===== src/rtl/dtu_pkg.sv =====
package dtu_pkg;
  typedef enum logic {
    DT_SPLIT = 1'b0,
    DT_PAIR  = 1'b1
  } dt_mode_e;

  // Drive levels {hi, lo} for a settled compare level.
  function automatic logic [1:0] settled_drive(input logic level);
    return {level, ~level};
  endfunction

  // Selected dead time for one edge direction.
  function automatic logic [5:0] pick_dead(input dt_mode_e m, input logic sel,
                                           input logic rising,
                                           input logic [5:0] first,
                                           input logic [5:0] second);
    if (m == DT_PAIR) return sel ? second : first;
    return rising ? first : second;
  endfunction
endpackage


===== src/rtl/dtu_edge_det.sv =====
module dtu_edge_det (
  input  logic clk,
  input  logic rst_n,
  input  logic sig_in,
  output logic sig_q,
  output logic rise,
  output logic fall
);
  always_ff @(posedge clk or negedge rst_n) begin
    if (!rst_n) sig_q <= 1'b0;
    else        sig_q <= sig_in;
  end

  assign rise = sig_in & ~sig_q;
  assign fall = ~sig_in & sig_q;
endmodule


===== src/rtl/dtu_dt_select.sv =====
module dtu_dt_select #(
  parameter int DT_W = 6
) (
  input  logic            mode,
  input  logic            pair_sel,
  input  logic            rise,
  input  logic [DT_W-1:0] dt_first,
  input  logic [DT_W-1:0] dt_second,
  output logic [DT_W-1:0] dt_sel
);
  import dtu_pkg::*;

  dt_mode_e mode_e;
  assign mode_e = dt_mode_e'(mode);

  generate
    if (DT_W == 6) begin : g_fn
      assign dt_sel = pick_dead(mode_e, pair_sel, rise, dt_first, dt_second);
    end else begin : g_mux
      always_comb begin
        if (mode_e == DT_PAIR) dt_sel = pair_sel ? dt_second : dt_first;
        else                   dt_sel = rise ? dt_first : dt_second;
      end
    end
  endgenerate
endmodule


===== src/rtl/dtu_dt_counter.sv =====
module dtu_dt_counter #(
  parameter int DT_W = 6
) (
  input  logic            clk,
  input  logic            rst_n,
  input  logic            load,
  input  logic [DT_W-1:0] load_val,
  output logic [DT_W-1:0] cnt,
  output logic            done
);
  localparam logic [DT_W-1:0] ONE = DT_W'(1);

  always_ff @(posedge clk or negedge rst_n) begin
    if (!rst_n)           cnt <= '0;
    else if (load)        cnt <= load_val;
    else if (cnt != '0)   cnt <= cnt - ONE;
  end

  // Count is on its last step or idle: incoming drive may assert next edge.
  assign done = (cnt <= ONE);
endmodule


===== src/rtl/dtu_deadtime_pair.sv =====
module dtu_deadtime_pair #(
  parameter int DT_W = 6
) (
  input  logic            clk,
  input  logic            rst_n,
  input  logic            cmp_in,
  input  logic [DT_W-1:0] dt_first,
  input  logic [DT_W-1:0] dt_second,
  input  logic            mode,
  input  logic            pair_sel,
  output logic            drv_hi,
  output logic            drv_lo
);
  import dtu_pkg::*;

  logic            cmp_q;
  logic            edge_rise;
  logic            edge_fall;
  logic            edge_any;
  logic [DT_W-1:0] dt_sel;
  logic [DT_W-1:0] cnt_val;
  logic            cnt_done;
  logic            dt_zero;
  logic [1:0]      drv_d;
  logic [1:0]      drv_q;

  dtu_edge_det u_edge (
    .clk    (clk),
    .rst_n  (rst_n),
    .sig_in (cmp_in),
    .sig_q  (cmp_q),
    .rise   (edge_rise),
    .fall   (edge_fall)
  );

  assign edge_any = edge_rise | edge_fall;

  dtu_dt_select #(.DT_W(DT_W)) u_sel (
    .mode      (mode),
    .pair_sel  (pair_sel),
    .rise      (edge_rise),
    .dt_first  (dt_first),
    .dt_second (dt_second),
    .dt_sel    (dt_sel)
  );

  assign dt_zero = (dt_sel == '0);

  dtu_dt_counter #(.DT_W(DT_W)) u_cnt (
    .clk      (clk),
    .rst_n    (rst_n),
    .load     (edge_any),
    .load_val (dt_sel),
    .cnt      (cnt_val),
    .done     (cnt_done)
  );

  always_comb begin
    if (edge_any)      drv_d = dt_zero ? settled_drive(cmp_in) : 2'b00;
    else if (cnt_done) drv_d = settled_drive(cmp_q);
    else               drv_d = 2'b00;
  end

  always_ff @(posedge clk or negedge rst_n) begin
    if (!rst_n) drv_q <= 2'b00;
    else        drv_q <= drv_d;
  end

  assign drv_hi = drv_q[1];
  assign drv_lo = drv_q[0];
endmodule


===== config.mk =====
export PLATFORM = sky130hd
export DESIGN_NAME = dtu_deadtime_pair
export DESIGN_NICKNAME = d
export VERILOG_FILES = /design/src/rtl/dtu_pkg.sv /design/src/rtl/dtu_edge_det.sv /design/src/rtl/dtu_dt_select.sv /design/src/rtl/dtu_dt_counter.sv /design/src/rtl/dtu_deadtime_pair.sv
export SDC_FILE = /design/constraint.sdc
export NUM_CORES = 1
export LEC_CHECK = 0
export BUFFER_PORTS_ARGS = -buffer_cell sky130_fd_sc_hd__buf_2
export CORE_MARGIN = 2
export CORE_UTILIZATION = 46
export CTS_BUF_LIST = sky130_fd_sc_hd__clkbuf_4
export CTS_CLUSTER_DIAMETER = 100
export DETAILED_ROUTE_END_ITERATION = 12
export PLACE_DENSITY = 0.77
export SYNTH_ARGS = -nofsm -noshare
export SYNTH_HDL_FRONTEND = slang
export SYNTH_SLANG_ARGS = --single-unit

===== constraint.sdc =====
create_clock -name clk -period 1.6 [get_ports clk]
set_input_delay 0.24 -clock clk [delete_from_list [all_inputs] [get_ports clk]]
set_output_delay 0.24 -clock clk [all_outputs]
set_load 0.05 [all_outputs]

Yosys cells after proc, flatten, opt, wreduce, memory -nomap -nowiden
Index checks and enable logic that the tools add are counted.

Add/sub/neg operators: 1. Magnitude comparators: 1. Multiplexer cells: 10. Bitwise logic cells: 5. Reduce and logical (&&, ||, !) cells: 3.

Operators with widths (number): $mux 6 (6); $le 6x1->1 const B (1); $logic_not 6->1 (1); $mux 2 (3); $reduce_bool 6->1 (1); $sub 6x1->6 const B (1); $and 1x1->1 (2); $not 1->1 (2); $reduce_bool 2->1 (1); $mux 1 (1); $or 1x1->1 (1).

Flip-flop bits (word level): 9. Bits of input ports: 17. Output and inout port bits: 2. Word-level logic and storage cells: 23.

Logic depth before layout (Yosys ltp)
Depth in word-level cells: 7. Gate-level depth with buffers: 7. Gate-level depth less buffers: 6.

By module
A second synthesis with hierarchy kept.

Cells, all modules: 64. Area total of the unflattened synthesis: 638.1 um^2.

Modules (own cells, without submodules): dtu_dt_counter (instances 1, cells each 41, area an instance 405.4 um^2, seq. area each 150.1 um^2); dtu_deadtime_pair (instances 1, cells each 12, area an instance 112.6 um^2, seq. area each 50.0 um^2); dtu_dt_select (instances 1, cells each 8, area an instance 80.1 um^2, seq. area each 0.0 um^2); dtu_edge_det (instances 1, cells each 3, area an instance 40.0 um^2, seq. area each 25.0 um^2).

Worst setup path after synthesis
OpenSTA, ideal clock, no wires.

Path type: reg-to-reg. Start: register u_cnt.cnt[2]. End: register u_cnt.cnt[1]. Library setup time: 0.123 ns. Arrival: 1.484 ns. Required time: 1.477 ns. Setup slack: -0.007 ns. Cell stages (with the launch flop): 5. Buffers on the path: 1. Cell sequence: dfrtp_1 > or3_4 > or3_1 > buf_2 > o221a_1.

Cells in the longest elaborated chain, start to end: 2.

Ends and longest elaborated chain: start, declared (line dtu_dt_counter.sv:8) `output logic [DT_W-1:0] cnt,`; start signal, assigned (line dtu_dt_counter.sv:15) `else if (load) cnt <= load_val;`; start signal, assigned (line dtu_dt_counter.sv:16) `else if (cnt != '0) cnt <= cnt - ONE;`; $reduce_bool 6->1 (line dtu_dt_counter.sv:16); $reduce_bool 2->1 (no source line).

Every way passes these cells. A chain may end at the register's enable or synchronous reset.

Final worst setup path
Start: register u_edge.sig_q. End: register u_cnt.cnt[2].

Cells in the longest elaborated chain, start to end: 5.

Ends and longest elaborated chain: start, declared (line dtu_edge_det.sv:5) `output logic sig_q,`; start signal, assigned (line dtu_edge_det.sv:11) `else sig_q <= sig_in;`; $not 1->1 (line dtu_edge_det.sv:14) `assign rise = sig_in & ~sig_q;`; $and 1x1->1 (line dtu_edge_det.sv:14); $mux 6 (2 in a row) (line dtu_pkg.sv:18) `return rising ? first : second;`; $mux 6 (line dtu_dt_counter.sv:15).

Several ways; a longest one is shown, not always the timed one.

==> out/qor.yml <==
synth_top_area_share_pct: 37.66
dieArea_sq_mm: 0.001604
async_reset_ff_share_pct: 100.0
postLayoutCoreUtil_pct: 76.19
cts_tree: "done"
yosys_warnings: 0
dr.pass1.iters: 3
crit_fanout: 5
syn-num-nets: 81
fp.dieW_um: 40.06
synth_area_leader_cell: "dfrtp_1"
grtUsageTotal_pct: 20.47
r2r.worst_path.cells: 7
met3_usage_pct: 1.667
hold_viol: 0
worst_ir_drop_vdd_uv: 618.9
use_met2_pct: 33.87
final_max_slew_viol_count: 0
hold_path_depth: 1
num_vias: 584
syn_avg_cell_area_sq_um: 9.968
status: "finished, violations left"
grt_pass1_vias: 521
setup_ws_ns: -0.04364
finalClockSkew_ns: 0.002003
whs_ns: 0.1687
drt_iter0_drc: 6
antenna_found_initial: 0
initial_core_util_pct: 51.73
synth-main-ff-cell: "dfrtp_1"
r2r_start: "u_edge.sig_q"
yosysMostFrequentCell: "dfrtp_1"
overflow: 0
synthTopCellsByCount: "dfrtp_1, mux2i_1"
die_y_um: 40.06
cts_root_buf: "clkbuf_4"
grt_pass1_wl_um: 2145
rrSetupSlack_ns: -0.04
clock_sinks: 9
grt-busiest-layer: "met2"
synth_enable_flop_cells: 0
core_sq_mm: 0.001156
min_period_ns: 1.644
cts.clk_slew.worst_paths_ns: 0.06
arrival_ns: 1.80
critPathKind: "register to register"
maxCapViolCount: 0
synth_area_sq_um: 598.1
area_delta_synth_final_pct: 47.28
htree_num_levels: 1
post_route_cells_drive_above_1_share_pct: 49.46
num_antenna_cells: 0
min_path_type: "primary input to register"
io_pins: 19
ant_nets: 0
endpoint_kind: "register"
drc_errors: 0
wl_um: 1586
p_per_area_mw_per_mm2: 995.5
tightest_slew_ns: 0.3766
nets: 115
ys_ff_latch: 9
finalCritPeriodShare_pct: 102.7
hp-start: "cmp_in"
cts_buffers: 3
finalSetupViolations: 2
crit_required_ns: 1.76
insertion_delay_ns: 0.27
slew-limit-headroom_pct: 74.70
synth_cell_type_count: 26
start_kind: "register"
max_freq_mhz: 608.4
grt_max_degree: 10
via_per_inst: 5.458
gp_congestion: 0.7499
cts_buffer_depth: 2
hpwl_um: 1030
violations: "negative setup slack"
p_leak_nw: 0.4243
synthTopCellsByArea: "dfrtp_1, ha_1, mux2i_1, mux2_2, xnor2_1"
r2r-end: "u_cnt.cnt[2]"
synth_seq_area_share_pct: 37.66
post_drt_wl_per_cell_um: 14.82
holdPathEnd: "u_edge.sig_q"
synth_cells: 60
use_met1_pct: 25.44
rows: 12
io_buffers: 18
critical path, cell delays in order (launching register included):
cell and delay, ns:
dfrtp_1 0.38, inv_1 0.13, ha_4 0.14, nor2_1 0.04, a21oi_2 0.12, buf_4 0.17, mux2_2 0.34, o211a_1 0.21
kinds of logic (layout without fill, tap and decap cells):
group	count (synthesis)	count (layout)	share of synthesized area, %
AOI/OAI and AO/OA	10	10	13.18
buffers and inverters	6	39	3.973
DFF	9	9	37.66
xor gates and xnor gates	4	4	5.859
adders and majority gates	4	4	8.369
and+or+nand+nor	19	19	16.94
muxes	8	8	14.02
flip-flops by register name (all words and copies together) (netlist names):
name          count
u_edge.sig_q      1
u_cnt.cnt         6
drv_q             2
per-layer routing:
layer	vias up	wire length, um
met2	25	805
met5	-	0
met4	0	54
met3	7	63
li1	285	-
met1	267	662
power breakdown:
part	internal (mW)	switching, mW	leakage [nW]
sequential	0.272	0.0316	0.109
combinational	0.204	0.174	0.296
clock	0.113	0.0824	0.0184
worst max-delay path by stage:
stage                      start           end  slack [ns]  cells past startpoint
global route        u_edge.sig_q  u_cnt.cnt[2]       -0.08                      7
detailed placement  u_cnt.cnt[4]  u_cnt.cnt[1]       0.008                      3
global placement    u_edge.sig_q  u_cnt.cnt[1]        0.03                      5
CTS                 u_edge.sig_q  u_cnt.cnt[1]       0.007                      6
finish              u_edge.sig_q  u_cnt.cnt[2]       -0.04                      7
floorplan           u_edge.sig_q  u_cnt.cnt[1]        0.01                      6
what timing repair did:
item / in CTS / in global routing
setup endpoints to repair: 1 / 7
setup buffers: 0 / 5
endpoints found under the hold margin: 9 / 0
pin swaps: 0 / 1
hold buffers: 1 / 0
gates resized for setup: 1 / 10
layout by cell type (no fill, tap or decap), drive strengths merged, types with 2 or more instances in the layout:
cell	instances
buf	30
clkbuf	4
dfrtp	9
ha	4
inv	4
mux2	3
mux2i	5
nand2	4
nor2	4
nor3	4
o21ai	2
o22ai	2
o32ai	2
or3	2
or4	2
xnor2	3
layout make-up:
type	instances	area [sq um]
inverters	4	15.01
flip-flops and latches	9	225.2
clock buffers	4	30.03
fillers	65	275.3
multi-input cells	45	399.1
repair buffers	31	193.9
well taps	14	17.52
through the flow:
step / instance area (sq um) / worst slack [ns] / std cells / power [mW] / TNS, ns
after CTS: 794.5 / 0.006554 / 102 / 0.7977 / 0
after global routing: 880.8 / -0.07545 / 107 / 0.9131 / -0.3734
after detailed placement: 749.5 / 0.007537 / 97 / 0.6039 / 0
final: 880.8 / -0.04364 / 107 / 0.8768 / -0.06139
after floorplan: 598.1 / 0.01213 / 60 / 0.4895 / 0
after global placement: 749.5 / 0.02638 / 97 / 0.5957 / 0
Power figures use the tool's default switching activity.
